--- src/rtl/irqc_pkg.sv ---
package irqc_pkg;
  localparam int ADDR_W      = 12;
  localparam int EXC_OFFSET  = 16;
  localparam logic [ADDR_W-1:0] ADDR_SET_EN    = 12'h100;
  localparam logic [ADDR_W-1:0] ADDR_CLR_EN    = 12'h180;
  localparam logic [ADDR_W-1:0] ADDR_SET_PEND  = 12'h200;
  localparam logic [ADDR_W-1:0] ADDR_CLR_PEND  = 12'h280;
  localparam logic [ADDR_W-1:0] ADDR_PRIO_BASE = 12'h400;

  // lowest bit of the priority field for slot j: the field sits at the top of byte j
  function automatic int prio_lsb(input int slot, input int pw);
    return 8 * slot + 8 - pw;
  endfunction

  // exception number reported for a line
  function automatic int exc_number(input int line);
    return line + EXC_OFFSET;
  endfunction
endpackage

--- src/rtl/irqc_line.sv ---
module irqc_line (
  input  logic clk,
  input  logic rst_n,
  input  logic irq_in,
  input  logic sw_set_en,
  input  logic sw_clr_en,
  input  logic sw_set_pend,
  input  logic sw_clr_pend,
  input  logic ack_clr,
  output logic enable_q,
  output logic pending_q
);
  logic irq_q;
  logic rise;

  assign rise = irq_in & ~irq_q;

  always_ff @(posedge clk or negedge rst_n) begin
    if (!rst_n) begin
      irq_q     <= 1'b0;
      enable_q  <= 1'b0;
      pending_q <= 1'b0;
    end else begin
      irq_q <= irq_in;
      if (sw_set_en)      enable_q <= 1'b1;
      else if (sw_clr_en) enable_q <= 1'b0;
      if (rise || sw_set_pend)         pending_q <= 1'b1;
      else if (sw_clr_pend || ack_clr) pending_q <= 1'b0;
    end
  end

  assert_set_en_R2: assert property (@(posedge clk) disable iff (!rst_n)
    sw_set_en |=> enable_q);
  assert_clr_en_R3: assert property (@(posedge clk) disable iff (!rst_n)
    (sw_clr_en && !sw_set_en) |=> !enable_q);
  assert_clr_pend_R4: assert property (@(posedge clk) disable iff (!rst_n)
    (sw_clr_pend && !sw_set_pend && !rise) |=> !pending_q);
  assert_edge_pends_R6: assert property (@(posedge clk) disable iff (!rst_n)
    rise |=> pending_q);
  assert_ack_clears_R7: assert property (@(posedge clk) disable iff (!rst_n)
    (ack_clr && !rise && !sw_set_pend) |=> !pending_q);
  assert_edge_beats_clear_R8: assert property (@(posedge clk) disable iff (!rst_n)
    (rise && (sw_clr_pend || ack_clr)) |=> pending_q);
endmodule

--- src/rtl/irqc_arbiter.sv ---
module irqc_arbiter #(
  parameter int NUM_LINES = 32,
  parameter int PRIO_W    = 2,
  localparam int LINE_W   = $clog2(NUM_LINES)
) (
  input  logic                        clk,
  input  logic                        rst_n,
  input  logic [NUM_LINES-1:0]        qualified,
  input  logic [NUM_LINES*PRIO_W-1:0] prio_flat,
  output logic                        found,
  output logic [LINE_W-1:0]           win_line
);
  logic [PRIO_W-1:0] best;

  // ascending scan with strict compare: equal levels keep the lower line
  always_comb begin
    found    = 1'b0;
    win_line = '0;
    best     = '1;
    for (int i = 0; i < NUM_LINES; i++) begin
      if (qualified[i] && (!found || prio_flat[i*PRIO_W +: PRIO_W] < best)) begin
        found    = 1'b1;
        win_line = LINE_W'(i);
        best     = prio_flat[i*PRIO_W +: PRIO_W];
      end
    end
  end

  assert_idle_none_R9: assert property (@(posedge clk) disable iff (!rst_n)
    (qualified == '0) |-> !found);
  assert_winner_qualified_R9: assert property (@(posedge clk) disable iff (!rst_n)
    found |-> qualified[win_line]);
endmodule

--- src/rtl/irqc_top.sv ---
module irqc_top
  import irqc_pkg::*;
#(
  parameter int NUM_LINES = 32,
  parameter int PRIO_W    = 2,
  parameter int VEC_W     = 9,
  localparam int LINE_W     = $clog2(NUM_LINES),
  localparam int PRIO_WORDS = (NUM_LINES + 3) / 4,
  localparam int IDX_W      = (PRIO_WORDS > 1) ? $clog2(PRIO_WORDS) : 1
) (
  input  logic              clk,
  input  logic              rst_n,
  input  logic              bus_wr,
  input  logic [11:0]       bus_addr,
  input  logic [31:0]       bus_wdata,
  output logic [31:0]       bus_rdata,
  input  logic [31:0]       irq_in,
  input  logic              ack_valid,
  input  logic [4:0]        ack_line,
  output logic [VEC_W-1:0]  pend_vector,
  output logic              any_pending
);
  localparam logic [11:0] PRIO_END = ADDR_PRIO_BASE + 12'(4 * PRIO_WORDS);

  logic                        hit_set_en, hit_clr_en, hit_set_pend, hit_clr_pend;
  logic                        hit_prio;
  logic [IDX_W-1:0]            prio_idx;
  logic [NUM_LINES-1:0]        en_vec, pend_vec, qualified;
  logic [NUM_LINES*PRIO_W-1:0] prio_flat;
  logic                        arb_found;
  logic [LINE_W-1:0]           arb_line;

  assign hit_set_en   = (bus_addr == ADDR_SET_EN);
  assign hit_clr_en   = (bus_addr == ADDR_CLR_EN);
  assign hit_set_pend = (bus_addr == ADDR_SET_PEND);
  assign hit_clr_pend = (bus_addr == ADDR_CLR_PEND);
  assign hit_prio     = (bus_addr >= ADDR_PRIO_BASE) && (bus_addr < PRIO_END)
                        && (bus_addr[1:0] == 2'b00);
  assign prio_idx     = bus_addr[2 +: IDX_W];

  for (genvar i = 0; i < NUM_LINES; i++) begin : g_line
    localparam int WORD = i / 4;
    localparam int LSB  = prio_lsb(i % 4, PRIO_W);
    logic [PRIO_W-1:0] prio_q;

    irqc_line u_line (
      .clk         (clk),
      .rst_n       (rst_n),
      .irq_in      (irq_in[i]),
      .sw_set_en   (bus_wr && hit_set_en   && bus_wdata[i]),
      .sw_clr_en   (bus_wr && hit_clr_en   && bus_wdata[i]),
      .sw_set_pend (bus_wr && hit_set_pend && bus_wdata[i]),
      .sw_clr_pend (bus_wr && hit_clr_pend && bus_wdata[i]),
      .ack_clr     (ack_valid && (ack_line == 5'(i))),
      .enable_q    (en_vec[i]),
      .pending_q   (pend_vec[i])
    );

    always_ff @(posedge clk or negedge rst_n) begin
      if (!rst_n)
        prio_q <= '0;
      else if (bus_wr && hit_prio && (prio_idx == IDX_W'(WORD)))
        prio_q <= bus_wdata[LSB +: PRIO_W];
    end

    assign prio_flat[i*PRIO_W +: PRIO_W] = prio_q;
  end

  assign qualified = en_vec & pend_vec;

  irqc_arbiter #(.NUM_LINES(NUM_LINES), .PRIO_W(PRIO_W)) u_arb (
    .clk       (clk),
    .rst_n     (rst_n),
    .qualified (qualified),
    .prio_flat (prio_flat),
    .found     (arb_found),
    .win_line  (arb_line)
  );

  assign pend_vector = arb_found ? VEC_W'(exc_number(int'(arb_line))) : '0;
  assign any_pending = |pend_vec;

  always_comb begin
    bus_rdata = '0;
    if (hit_set_en || hit_clr_en)
      bus_rdata[NUM_LINES-1:0] = en_vec;
    else if (hit_set_pend || hit_clr_pend)
      bus_rdata[NUM_LINES-1:0] = pend_vec;
    else if (hit_prio) begin
      for (int s = 0; s < 4; s++) begin
        if (int'(prio_idx) * 4 + s < NUM_LINES)
          bus_rdata[prio_lsb(s, PRIO_W) +: PRIO_W] =
            prio_flat[(int'(prio_idx) * 4 + s) * PRIO_W +: PRIO_W];
      end
    end
  end

  assert_vector_range_R9: assert property (@(posedge clk) disable iff (!rst_n)
    (pend_vector == '0) || ((pend_vector >= VEC_W'(EXC_OFFSET))
      && (pend_vector < VEC_W'(EXC_OFFSET + NUM_LINES))));
  assert_vector_needs_pending_R10: assert property (@(posedge clk) disable iff (!rst_n)
    (pend_vector != '0) |-> any_pending);
endmodule

--- config.mk ---
export PLATFORM = sky130hd
export DESIGN_NAME = irqc_top
export DESIGN_NICKNAME = d
export VERILOG_FILES = /design/src/rtl/irqc_pkg.sv /design/src/rtl/irqc_line.sv /design/src/rtl/irqc_arbiter.sv /design/src/rtl/irqc_top.sv
export SDC_FILE = /design/constraint.sdc
export NUM_CORES = 1
export LEC_CHECK = 0
export BUFFER_PORTS_ARGS = -buffer_cell sky130_fd_sc_hd__buf_2
export CORE_ASPECT_RATIO = 1.5
export CORE_MARGIN = 4
export CORE_UTILIZATION = 60
export DETAILED_ROUTE_END_ITERATION = 16
export PLACE_DENSITY = 0.81
export SYNTH_ARGS = -nofsm -noshare
export SYNTH_HDL_FRONTEND = slang
export SYNTH_HIERARCHICAL = 1
export SYNTH_SLANG_ARGS = --single-unit
--- constraint.sdc ---
create_clock -name clk -period 8.2 [get_ports clk]
set_clock_uncertainty 0.1 [all_clocks]
set_input_delay 0.41 -clock clk [delete_from_list [all_inputs] [get_ports clk]]
set_output_delay 0.41 -clock clk [all_outputs]
set_load 0.01 [all_outputs]
==> results of run 1 <==
stage by stage:
step / utilization (%) / hold slack [ns] / instances / cell area [um2]
2_1_floorplan: - / 0.0144 / 1321 / 11500
3_3_place_gp: 66.6 / 0.377 / 1670 / 12500
3_5_place_dp: 66.6 / 0.389 / 1670 / 12500
4_1_cts: 73.0 / 0.000392 / 1747 / 13600
5_1_grt: 74.7 / 0.00546 / 1763 / 14000
6_report: 74.7 / 0.0165 / 1763 / 14000
worst register-to-register path: stages, from the launching register on:
cell     delay (ns)
dfrtp_1        0.44
buf_4          0.16
a221o_1        0.31
flip-flops by register name, indices dropped and copies added, names as in the netlist:
name and count:
g_line.prio_q 64, g_line.u_line/enable_q 32, g_line.u_line/irq_q 32, g_line.u_line/pending_q 32
cell families after synthesis:
| logic type | after synthesis |
|---|---|
| compound gates | 340 |
| fa+ha+maj | 4 |
| buf+inv | 193 |
| flops | 160 |
| mux | 89 |
| other cells | 1 |
| simple gates | 532 |
power by group through the flow:
stage               sequential [W]  combinational [W]  clock [W]
floorplan                 0.000828           0.000112          0
global placement          0.000832           0.000189          0
detailed placement        0.000833           0.000192          0
CTS                       0.000817           0.000212   0.000822
global route              0.000819           0.000253   0.000856
finish                    0.000818           0.000237   0.000822
cell usage in the layout (no fill, tap or decap), drive strengths merged, types with 44 or more instances in the layout:
master and count:
dfrtp 160, o21ai 50, and2 48, a21oi 44
buf 186, mux2 73, inv 143, nand2 75
nor3 149, nor2 108
worst paths after layout:
kind,from,endpoint,slack [ns],cells past startpoint
setup / recovery,g_line[3].u_line/pending_q,pend_vector[4],-0.20,37
hold / removal,irq_in[4],g_line[4].u_line/irq_q,0.02,1
setup reg to reg,g_line[3].u_line/pending_q,g_line[3].u_line/pending_q,7.07,2
hold reg to reg,g_line[6].u_line/enable_q,g_line[6].u_line/enable_q,0.41,1
max in group asynchronous,rst_n,g_line[30].prio_q[0],6.01,3
min in group asynchronous,rst_n,g_line[11].u_line/irq_q,0.47,2
per-layer routing:
layer / global-route usage (%) / up-vias / wire length (um)
met5: 0 / - / 0
met4: 24.8 / 0 / 3310
met3: 8.10 / 246 / 3920
met2: 59.3 / 859 / 18900
met1: 43.9 / 5822 / 14400
li1: - / 5214 / -
cell type report:
type	instances	area, um2	area share [%]
Inverter	136	510	3.66
Timing Repair Buffer	215	1400	10.0
Tap cell	252	315	2.26
Sequential cell	160	4000	28.7
Multi-Input combinational cell	968	7120	51.0
Clock buffer	17	425	3.05
Clock inverter	15	185	1.33
timing repair:
item	4_1_cts	5_1_grt
hold buffers	28	1
gates cloned	0	0
setup endpoints to repair	6	6
pin swaps	14	37
gates resized for setup	42	37
endpoints found under the hold margin	96	1
setup buffers	17	18
==> results.yml, run 1 <==
status:
  status: "finished, violations left"
  violations: "negative setup slack"
route:
  drtAntennaViolNets: 0
  drc_errors: 0
  drt_iter0_drc: 1466
  vias_per_cell: 6.89
  routedWlPerCell_um: 23.0
  dr.pass1.iters: 9
  num_vias: 12100
  routed_wirelength_um: 40500
timing:
  finalCritPeriodShare_pct: 102
  setup_viol: 5
  setup_ws_ns: -0.202
  tns_ns: -0.571
  hold_viol_final: 0
  max_freq_mhz: 119
  min_period_ns: 8.40
  tightest_slew_ns: 1.03
  maxSlewViolCount: 0
  maxSlewHeadroom_pct: 31.3
  rsz0062_at_grt: "true"
die:
  num_rows: 61
  die_w_um: 121
  core_area_um2: 18700
  die_h_um: 178
  start_util_pct: 61.5
  io_pins: 127
  die_area_um2: 21500
layout:
  fin_nets: 1585
  area_delta_synth_final_pct: 21.4
  drive_above_1_share_pct: 25.9
  antenna_cells: 0
  fillerInstances: 1334
place:
  portBuffers: 123
  place_ws_ns: 0.134
  place_congestion: 1.03
  dpl.hpwl_um: 27600
global_route:
  grt_usage_pct: 36.8
  grt_max_degree: 92
  antenna_found_initial: 0
  globalRouteOverflowTotal: 0
  grt_pass1_wl_um: 61900
  grt_pass1_vias: 11600
power:
  p_seq_share_pct: 43.6
  ir_drop_mv: 0.127
  p_total_w: 0.00188
  internal-power_w: 0.00131
  swShare_pct: 30.2
  clockPowerShare_pct: 43.8
  p_sw_w: 0.000566
  p_per_area_nw_per_um2: 134
  cellLeakagePower_nw: 6.40
  comb_power_share_pct: 12.6
clock_tree:
  clk_latency_ns: 0.45
  clock-root-buffer: "clkbuf_16"
  cts_tree: "yes"
  clock_path_buffers: 2
  numCtsBuffers: 17
  cts_sinks: 160
  htreeDepth: 4
  cts.clk_slew.worst_paths_ns: 0.07
yosys:
  yosysMostFrequentCell: "dfrtp_1"
  yosysWarningCount: 6
  synthAdderAreaFrac_pct: 0.392
  ys_types: 92
  avgSynthCellArea_um2: 8.72
  synth-compound-area-share_pct: 22.8
  synth_flop_cell: "dfrtp_1"
  synthTopCellsByArea: "dfrtp_1, mux2_2, nor3_1"
  synth_edf_count: 0
  ys_async_sr_fraction_pct: 100
  synth_seq_cells: 160
  seq_area_frac_synth_pct: 34.8
  yosys.area.top_type: "dfrtp_1"
  ys_top_cells_by_count: "dfrtp_1, nor3_1, inv_1"
  yosys.area.top_type_share_pct: 34.8
  synthMuxAreaShare_pct: 10.3
  synth-simple-area-share_pct: 25.1
  synth_top_family_by_area: "simple AND/OR/NAND/NOR gates"
  synth_area_um2: 11500
  synth_xor_area_share_pct: 0
  synth_cells: 1319
worst_setup_path:
  cp_num_buf_inv: 5
  worst_path_largest_cell_delay_ns: 0.44
  cp-start-kind: "register"
  critical_path_required_ns: 7.69
  path_max_fanout: 8
  critPathKind: "register to primary output"
  crit_slowest_cell: "dfrtp_1"
  end_kind: "primary output"
  cp_data_arrival_time_ns: 7.89
  cp_top_family: "compound AO/OA/AOI/OAI gates"
flow_run:
  cap_violations: 0
min_path:
  hp-class: "input pin to register"
Power figures use the tool's default switching activity.
==> run 2: changes to the inputs <==
--- a/config.mk
+++ b/config.mk
@@ -8,9 +8,9 @@
 export BUFFER_PORTS_ARGS = -buffer_cell sky130_fd_sc_hd__buf_2
 export CORE_ASPECT_RATIO = 1.5
 export CORE_MARGIN = 4
-export CORE_UTILIZATION = 60
+export CORE_UTILIZATION = 65
 export DETAILED_ROUTE_END_ITERATION = 16
-export PLACE_DENSITY = 0.81
+export PLACE_DENSITY = 0.87
 export SYNTH_ARGS = -nofsm -noshare
 export SYNTH_HDL_FRONTEND = slang
 export SYNTH_HIERARCHICAL = 1
==> constraint.sdc (replaced) <==
create_clock -name clk -period 10.75 [get_ports clk]
set_clock_uncertainty 0.1 [all_clocks]
set_input_delay 0.5375 -clock clk [delete_from_list [all_inputs] [get_ports clk]]
set_output_delay 0.5375 -clock clk [all_outputs]
set_load 0.01 [all_outputs]
==> run 2 against run 1 <==
Effect of this change:
- the flow now finishes without violations
- first-iteration DRC count is 18% lower
- highest routed layer unchanged
- non-clock buffer count fell by 85
- sequential share of layout area is 2.6 points higher
- sequential power shrank 24%
- flip-flop and latch count unchanged
==> results.yml, run 2 (same netlist as run 1, synthesis figures left out) <==
route:
  drtAntennaViolNets: 0
  met2_length_um: 17400
  drc_errors: 0
  routedWlPerCell_um: 22.4
  drt_iter0_drc: 1199
  num_vias: 11300
  highest_layer: "met4"
  routed_wirelength_um: 36700
  vias_per_cell: 6.91
  dr.pass1.iters: 5
  drt-met1-wl_um: 13300
  wl_met3_um: 3730
timing:
  min_period_ns: 9.59
  rsz0062_at_grt: "false"
  hold_viol_final: 0
  max_freq_mhz: 104
  setup_viol: 0
  finalCritPeriodShare_pct: 89.2
  maxSlewHeadroom_pct: 28.8
  maxSlewViolCount: 0
  tightest_slew_ns: 1.07
  tns_ns: 0
die:
  num_rows: 59
  die_area_um2: 19900
  die_w_um: 117
  io_pins: 127
  start_util_pct: 66.3
  die_h_um: 171
  core_area_um2: 17300
clock_tree:
  post-cts-setup-buffers: 0
  htreeDepth: 4
  cts_sinks: 160
  cts.clk_slew.worst_paths_ns: 0.07
  clock-root-buffer: "clkbuf_16"
  clk_latency_ns: 0.42
  cts_tree: "yes"
  cts_resized: 0
  hold_buffers: 0
  numCtsBuffers: 17
  clock_path_buffers: 2
power:
  cellLeakagePower_nw: 5.91
  ir_drop_mv: 0.138
  p_total_w: 0.00136
  p_per_area_nw_per_um2: 106
worst_setup_path:
  cp_data_arrival_time_ns: 8.95
  path_max_fanout: 16
  cp-start-kind: "register"
  worst_path_largest_cell_delay_ns: 0.58
  critPathKind: "register to primary output"
  crit_slowest_cell: "or3_4"
  critical_path_required_ns: 10.11
  end_kind: "primary output"
place:
  portBuffers: 123
  dpl.hpwl_um: 26300
  place_congestion: 0.981
flow_run:
  cap_violations: 0
layout:
  final_common_cell: "dfrtp_1"
  drive_above_1_share_pct: 20.2
  fin_nets: 1500
  top_register: "g_line.prio_q"
  antenna_cells: 0
  final_cell_mix: "dfrtp_1, nor3_1, inv_1, buf_2, nor2_1"
  area_delta_synth_final_pct: 11.3
  largest_reg_flops: 64
global_route:
  grt_max_degree: 98
  globalRouteOverflowTotal: 0
  grt_pass1_vias: 11100
  antenna_found_initial: 0
  grt_pass1_wl_um: 58000
  grt_usage_pct: 37.2
min_path:
  hp-class: "input pin to asynchronous set/reset pin"
status:
  status: "completed"
## run 2: cell count changes in the layout (fill, tap and decap cells not counted), sizes merged
cell / previous run / this run
buf: 186 / 130
bufinv: 0 / 1
clkbuf: 17 / 19
clkinv: 7 / 3
clkinvlp: 1 / 3
dlygate4sd3: 29 / 0
inv: 143 / 142
## run 2: path summary, 6_finish.rpt
kind	slack, ns	start	depth (start not counted)	to
max	1.16	g_line[1].u_line/pending_q	33	pend_vector[5]
min in group clk	0.13	irq_in[11]	1	g_line[11].u_line/irq_q
max in group asynchronous	9.02	rst_n	2	g_line[14].u_line/enable_q
min reg2reg	0.40	g_line[31].u_line/enable_q	1	g_line[31].u_line/enable_q
max reg2reg	9.70	g_line[7].prio_q[1]	1	g_line[7].prio_q[1]
min	0.11	rst_n	1	g_line[11].u_line/enable_q
## run 2: through the flow
step	hold slack, ns	instances	setup slack (ns)	util [%]	instance area [um2]
2_1_floorplan	0.142	1321	3.21	-	11500
3_3_place_gp	0.377	1607	2.08	70.5	12200
3_5_place_dp	0.388	1607	1.76	70.5	12200
4_1_cts	0.121	1639	1.28	73.8	12800
5_1_grt	0.123	1639	0.385	73.8	12800
6_report	0.107	1639	1.16	73.8	12800
## run 2: power breakdown
part	switching, W	internal (W)
Clock	0.000260	0.000330
Combinational	0.0000957	0.0000496
Sequential	0.0000103	0.000614
## run 2: worst max-delay path, delay by kind of cell, from the launching register on
kind	cells	cell delay, ns
muxes	1	0.30
buffers and inverters	2	0.19
AOI/OAI and AO/OA	19	4.70
adders and majority gates	2	0.54
DFF	1	0.41
and+or+nand+nor	9	2.37
## run 2: layout make-up
type                       count  area (um2)
timing repair buffer         130         674
fill                        1224        4550
sequential                   160        4000
tap                          213         267
multi-input combinational    968        6780
clock buffer                  19         443
clock inverter                13         126
inverter                     136         510
## run 2: layer usage
metal	vias to the layer above	GRT usage [%]
met4	0	20.4
li1	5038	-
met1	5380	47.7
met5	-	0
met2	739	59.5
met3	170	6.90
